## config.mk

```make
export PLATFORM = sky130hd
export DESIGN_NAME = card_event_tracker
export DESIGN_NICKNAME = d
export VERILOG_FILES = /design/src/rtl/card_event_tracker.sv
export SDC_FILE = /design/constraint.sdc
export NUM_CORES = 1
export LEC_CHECK = 0
export BUFFER_PORTS_ARGS = -buffer_cell sky130_fd_sc_hd__buf_2
export CAP_MARGIN = 20
export CORE_UTILIZATION = 45
export CTS_BUF_LIST = sky130_fd_sc_hd__clkbuf_2
export DETAILED_ROUTE_END_ITERATION = 10
export PLACE_DENSITY = 0.67
export SKIP_CTS_REPAIR_TIMING = 1
export SLEW_MARGIN = 20
export SYNTH_ARGS = -nofsm -noshare
export SYNTH_HDL_FRONTEND = slang
export SYNTH_SLANG_ARGS = --single-unit
```

## constraint.sdc

```tcl
create_clock -name clk -period 3.8 [get_ports clk]
set_input_delay 0.95 -clock clk [delete_from_list [all_inputs] [get_ports clk]]
set_output_delay 0.95 -clock clk [all_outputs]
set_load 0.05 [all_outputs]
```

## src/rtl/card_event_tracker.sv

```systemverilog
module card_event_tracker #(
  parameter int NSOCK = 2,
  localparam int SW = (NSOCK > 1) ? $clog2(NSOCK) : 1
) (
  input  logic             clk,
  input  logic             rst_n,
  input  logic [NSOCK-1:0] det_a_in,
  input  logic [NSOCK-1:0] det_b_in,
  input  logic [NSOCK-1:0] batt1_in,
  input  logic [NSOCK-1:0] batt2_in,
  input  logic [NSOCK-1:0] ready_in,
  input  logic [NSOCK-1:0] wprot_in,
  input  logic [NSOCK-1:0] tmo_in,
  input  logic             reg_we,
  input  logic             reg_addr,
  input  logic [SW-1:0]    reg_sel,
  input  logic [7:0]       reg_wdata,
  output logic [7:0]       reg_rdata,
  output logic             irq_status,
  output logic [NSOCK-1:0] ins_evt,
  output logic [NSOCK-1:0] rem_evt
);
  localparam int NPIN = 7;
  localparam int NCHG = 6;

  logic [NSOCK-1:0][NPIN-1:0] raw, s1, s2, prev;
  logic [NSOCK-1:0][NCHG-1:0] chg, set_bits, clr_mask;
  logic [NSOCK-1:0]           occ, en, both_on, both_off, ctl_hit, pend;

  for (genvar g = 0; g < NSOCK; g++) begin : g_pack
    assign raw[g] = {tmo_in[g], wprot_in[g], ready_in[g], batt2_in[g],
                     batt1_in[g], det_b_in[g], det_a_in[g]};
  end

  always_comb begin
    for (int s = 0; s < NSOCK; s++) begin
      logic [NPIN-1:0] edg;
      logic det_edge, bv_ok, sel_hit;
      edg      = s2[s] ^ prev[s];
      det_edge = edg[0] | edg[1];
      bv_ok    = !(det_edge || chg[s][0]);
      sel_hit  = reg_we && (reg_sel == SW'(s));
      set_bits[s] = {edg[6], edg[5], edg[4], edg[3] & bv_ok, edg[2] & bv_ok, det_edge};
      clr_mask[s] = (sel_hit && !reg_addr) ? reg_wdata[NCHG-1:0] : '0;
      ctl_hit[s]  = sel_hit && reg_addr;
      both_on[s]  = s2[s][0] & s2[s][1];
      both_off[s] = !(s2[s][0] | s2[s][1]);
      pend[s]     = en[s] && (chg[s] != '0);
    end
  end

  always_ff @(posedge clk or negedge rst_n) begin
    if (!rst_n) begin
      s1 <= '0;
      s2 <= '0;
      prev <= '0;
      chg <= '0;
      occ <= '0;
      en <= '0;
      ins_evt <= '0;
      rem_evt <= '0;
      irq_status <= 1'b0;
    end else begin
      s1 <= raw;
      s2 <= s1;
      prev <= s2;
      irq_status <= |pend;
      for (int s = 0; s < NSOCK; s++) begin
        chg[s] <= (chg[s] & ~clr_mask[s]) | set_bits[s];
        if (ctl_hit[s]) en[s] <= reg_wdata[0];
        ins_evt[s] <= both_on[s] & !occ[s];
        rem_evt[s] <= both_off[s] & occ[s];
        if (both_on[s]) occ[s] <= 1'b1;
        else if (both_off[s]) occ[s] <= 1'b0;
      end
    end
  end

  always_comb begin
    reg_rdata = '0;
    for (int s = 0; s < NSOCK; s++)
      if (reg_sel == SW'(s))
        reg_rdata = reg_addr ? {7'b0, en[s]} : {1'b0, occ[s], chg[s]};
  end
endmodule

```

Word level (Yosys, flattened, before mapping)
Index checks and enable logic that the tools add are counted.
{"block": "word_totals", "regBits": 63, "inputBits": 27, "output_inout_bits": 13, "wordCells": 69}
{"block": "op_classes", "n_eq_ne": 2, "mux": 9, "bitwise_logic": 23, "reduce_logical": 20}
{"operator": "7-bit 2-to-1 mux", "n": 2}
{"operator": "7-bit XOR", "n": 2}
{"operator": "6-bit AND", "n": 2}
{"operator": "6-bit 2-to-1 mux", "n": 2}
{"operator": "6-bit inverter", "n": 2}
{"operator": "6-bit bitwise OR", "n": 2}
{"operator": "6-bit nonzero test", "n": 2}
{"operator": "1-bit AND", "n": 10}
{"operator": "1-bit logical AND", "n": 8}
{"operator": "8-bit 2-to-1 mux", "n": 1}
{"operator": "1-bit logical NOT", "n": 7}
{"operator": "1-bit 2-to-1 mux", "n": 4}
{"operator": "2-bit inequality test (second input constant)", "n": 2}
{"operator": "1-bit bitwise OR", "n": 4}
{"operator": "1-bit logical OR", "n": 2}
{"operator": "2-bit OR reduction", "n": 1}
{"operator": "1-bit inverter", "n": 1}

Logic depth before layout (Yosys ltp)
{"block": "depth", "word_depth": 7, "mapped_depth": 4, "mapped_depth_nobuf": 3}

Worst setup path after synthesis
Ideal clock, no wire load.
{"block": "synth_path", "path_kind": "in2out", "startpoint": "in reg_sel", "endpoint": "out reg_rdata[1]", "arrival_ns": 1.906, "required_time_ns": 2.850, "slack_ns": 0.944, "path_stages": 3, "n_path_buf": 1, "cell_sequence": "buf_2 mux2i_1 nor2_1"}
{"block": "synth_between", "elab_chain_len": 1}
{"element": "from (decl)", "line_no": "16", "text": "input logic [SW-1:0] reg_sel,"}
{"element": "8-bit 2-to-1 mux", "line_no": "82", "text": "if (reg_sel == SW'(s))"}
{"element": "to (decl)", "line_no": "18", "text": "output logic [7:0] reg_rdata,"}
Every way passes these cells.

Final worst setup path
{"block": "layout_path", "startpoint": "in reg_addr", "endpoint": "out reg_rdata[0]"}
{"block": "layout_between", "elab_chain_len": 2, "word_cells_on_any_way": 3, "cone_classes": "mux (3)"}
{"element": "from (decl)", "line_no": "15", "text": "input logic reg_addr,"}
{"element": "7-bit 2-to-1 mux", "line_no": "83", "text": "reg_rdata = reg_addr ? {7'b0, en[s]} : {1'b0, occ[s], chg[s]};"}
{"element": "8-bit 2-to-1 mux *", "line_no": "82"}
Mark *: on every way between the ends. The rest lies on a longest branch, timed or not.

==> results_dict.tcl <==
set metrics [dict create \
    outcome "completed" \
    worst-endpoint-required_ps 2850 \
    timing_max_transition_violations_final 0 \
    dr.first_iter.drc_count 53 \
    drt_wl_total_um 3360 \
    drtAntennaViolNets 0 \
    cts_made_buffers 9 \
    timing.critical_path.mode_cell "sky130_fd_sc_hd__buf_2" \
    grt_pass1_wl_um 5780 \
    layout.cells.most_common_list "63 x sky130_fd_sc_hd__dfrtp_1, 35 x sky130_fd_sc_hd__buf_2, 13 x sky130_fd_sc_hd__nand2_1" \
    seq_area_frac_synth_pct 71.7 \
    die_w_um 71.9 \
    ys_ff_latch 63 \
    floorplan.die.height_um 71.9 \
    final_common_cell "sky130_fd_sc_hd__dfrtp_1" \
    worstSetupPathType "primary input to output port" \
    synthToLayoutAreaGrowth_pct 17.3 \
    hold_class "register to register" \
    synthesis.area_per_instance_um2 14.3 \
    end_kind "output port" \
    synthesis.area_um2 2200 \
    global_route.peak_usage_layer "met2" \
    cts_tree "built" \
    post_drt_via_cell_ratio 4.58 \
    critical_path.cell_chain "buf_2 > mux4_2 > buf_2" \
    drt_first_pass_iters 4 \
    htree_num_levels 3 \
    worst-endpoint-arrival_ps 1910 \
    drive_above_1_share_pct 28.6 \
    die-area_um2 5170 \
    critical-path-max-stage-delay_ps 530 \
    grt_use_met1_pct 19.0 \
    maxCapViolCount 0 \
    starting_density_of_the_core_pct 46.6 \
    synth.lib_cells_used.distinct 24 \
    worst_reg_to_reg_path_cell_count 3 \
    max_freq_mhz 350 \
    static-leakage-power_uw 0.00122 \
    vdd.ir_drop.worst_mv 0.219 \
    setup_ws_ps 940 \
    antennaDiodeCount 0 \
    route.detailed.wl_per_inst_um 12.5 \
    finalNonFillerCells 270 \
    post_route_minimum_period_ps 2860 \
    grtUsageTotal_pct 15.6 \
    hold_depth 0 \
    drc 0 \
    first_global_vias 1269 \
    clock_sinks 63 \
    critical_path.startpoint_type "primary input" \
    grt_antenna_before_repair 0 \
    critical_path.max_fanout 11 \
    std_cell_rows 25 \
    finish.net_count 230 \
    clk_transition_reported_paths_ps 150 \
    place_hpwl_um 2390 \
    ys_warn_count 0 \
    worst_slew_margin_rel_pct 61.1 \
    routed-via-count 1236 \
    globalRouteOverflowTotal 0 \
    clock-skew-final_ps 11.9 \
    fin_setup_tns_ps 0 \
    gp_congestion 0.786 \
    synth_fp_nets 185 \
    core_area_um2 4720 \
    worst_pin_slew_ps 584 \
    timing.critical_path.max_delay_family "multiplexers" \
    power-per-cell-area_nw_per_um2 504 \
    clock_path_buffers 2 \
    cells_after_synth 154 \
    floorplan.io_pins 40 \
    preCtsSetupSlack_ps 932 \
    cts_root_buf "sky130_fd_sc_hd__clkbuf_2" \
    dpl.cell_count 255 \
    grt_setup_unrepaired "no" \
    globalRouteMet2Util_pct 23.4 \
    timing.final.setup_violations 0 \
    timing.critical_path.slowest_stage_cell "sky130_fd_sc_hd__mux4_2" \
    hold_viol_final 0 \
    number_of_buffers_inserted_by_port_buffering 36 \
    cp.buffers_inverters 2 \
    global_route.usage.met3_pct 5.69 \
    largest_net_degree_at_the_start_of_global_routing 50 \
    final.hold.worst_slack_ps 367 \
    timing.critical_path.depth 3 \
    clock_latency_ps 460 \
    timing.final.crit_share_pct 75.3 \
]
routing by layer:
layer,wire [um],part of all wire [%]
met2,1610,48
met3,177,5.3
met5,0,0
met4,97,2.9
met1,1470,44
area by class of cell:
cell class | instances | area (um2)
fillers | 395 | 2140
well taps | 67 | 83.8
repair buffers | 37 | 190
clock buffers | 10 | 50.0
multi-input cells | 78 | 568
inverters | 10 | 37.5
clock inverters | 5 | 73.8
flip-flops and latches | 63 | 1580
through the flow:
step	utilization, %	total power, uW	instance area, um2
final	54.6	1300	2580
after global routing	54.6	1370	2580
after CTS	54.6	1310	2580
after global placement	51.9	879	2450
after detailed placement	51.9	887	2450
after floorplan	-	834	2200
worst reg2reg max path, cell delays in order (launching register included):
cell	delay [ps]
sky130_fd_sc_hd__dfrtp_1	430
sky130_fd_sc_hd__or4_1	530
sky130_fd_sc_hd__o31ai_1	200
sky130_fd_sc_hd__nand2_1	70
cells by family (layout without fill, tap and decap cells):
kind of cell | after synthesis | after routing | share of synthesized area (%)
AND/OR/NAND/NOR | 32 | 32 | 6.94
adder cells (fa/ha/maj) | 4 | 4 | 2.28
other | 1 | 1 | 0.170
flip-flops | 63 | 63 | 71.7
multiplexers | 11 | 11 | 5.80
buffers and inverters | 13 | 62 | 2.50
XOR/XNOR | 14 | 14 | 5.57
AO/OA/AOI/OAI | 16 | 16 | 5.06
cells in the mapped netlist:
master	number	area [um2]
sky130_fd_sc_hd__nand3_1	2	10.0
sky130_fd_sc_hd__nand2_1	13	48.8
sky130_fd_sc_hd__mux4_2	1	22.5
sky130_fd_sc_hd__buf_4	1	7.51
sky130_fd_sc_hd__a32o_1	2	20.0
sky130_fd_sc_hd__a21o_1	3	22.5
sky130_fd_sc_hd__buf_2	2	10.0
sky130_fd_sc_hd__inv_1	10	37.5
sky130_fd_sc_hd__nor2b_1	2	12.5
sky130_fd_sc_hd__dfrtp_1	63	1580
sky130_fd_sc_hd__o21ai_0	6	30.0
sky130_fd_sc_hd__nand3b_1	1	7.51
sky130_fd_sc_hd__or4_1	2	15.0
sky130_fd_sc_hd__nor3b_2	1	12.5
sky130_fd_sc_hd__xor2_1	3	26.3
sky130_fd_sc_hd__ha_1	4	50.1
sky130_fd_sc_hd__mux2_2	4	45.0
sky130_fd_sc_hd__conb_1	1	3.75
sky130_fd_sc_hd__nor2_1	9	33.8
sky130_fd_sc_hd__a21o_2	1	8.76
sky130_fd_sc_hd__mux2i_1	6	60.1
sky130_fd_sc_hd__xnor2_1	11	96.3
sky130_fd_sc_hd__and2_1	2	12.5
sky130_fd_sc_hd__o31ai_1	4	30.0
report_power, final:
part | internal (uW) | total, uW | switching (uW)
logic | 48.4 | 135 | 87.0
registers | 711 | 736 | 24.5
clock network | 213 | 429 | 216
total | 973 | 1300 | 328
worst paths after layout:
check	from	endpoint	slack (ps)
max reg2reg	chg[10]	irq_status	2470
max in group asynchronous	rst_n	chg[6]	2700
min in group asynchronous	rst_n	s2[6]	460
min reg2reg	s1[10]	s2[10]	370
max	reg_addr	reg_rdata[0]	940
min	s1[10]	s2[10]	370
state kept, by name, indices dropped and copies added, names as in the netlist:
signal	cells
irq_status	1
en	2
ins_evt	2
s2	14
prev	14
rem_evt	2
occ	2
s1	14
chg	12
(Power assumes the default switching activity.)
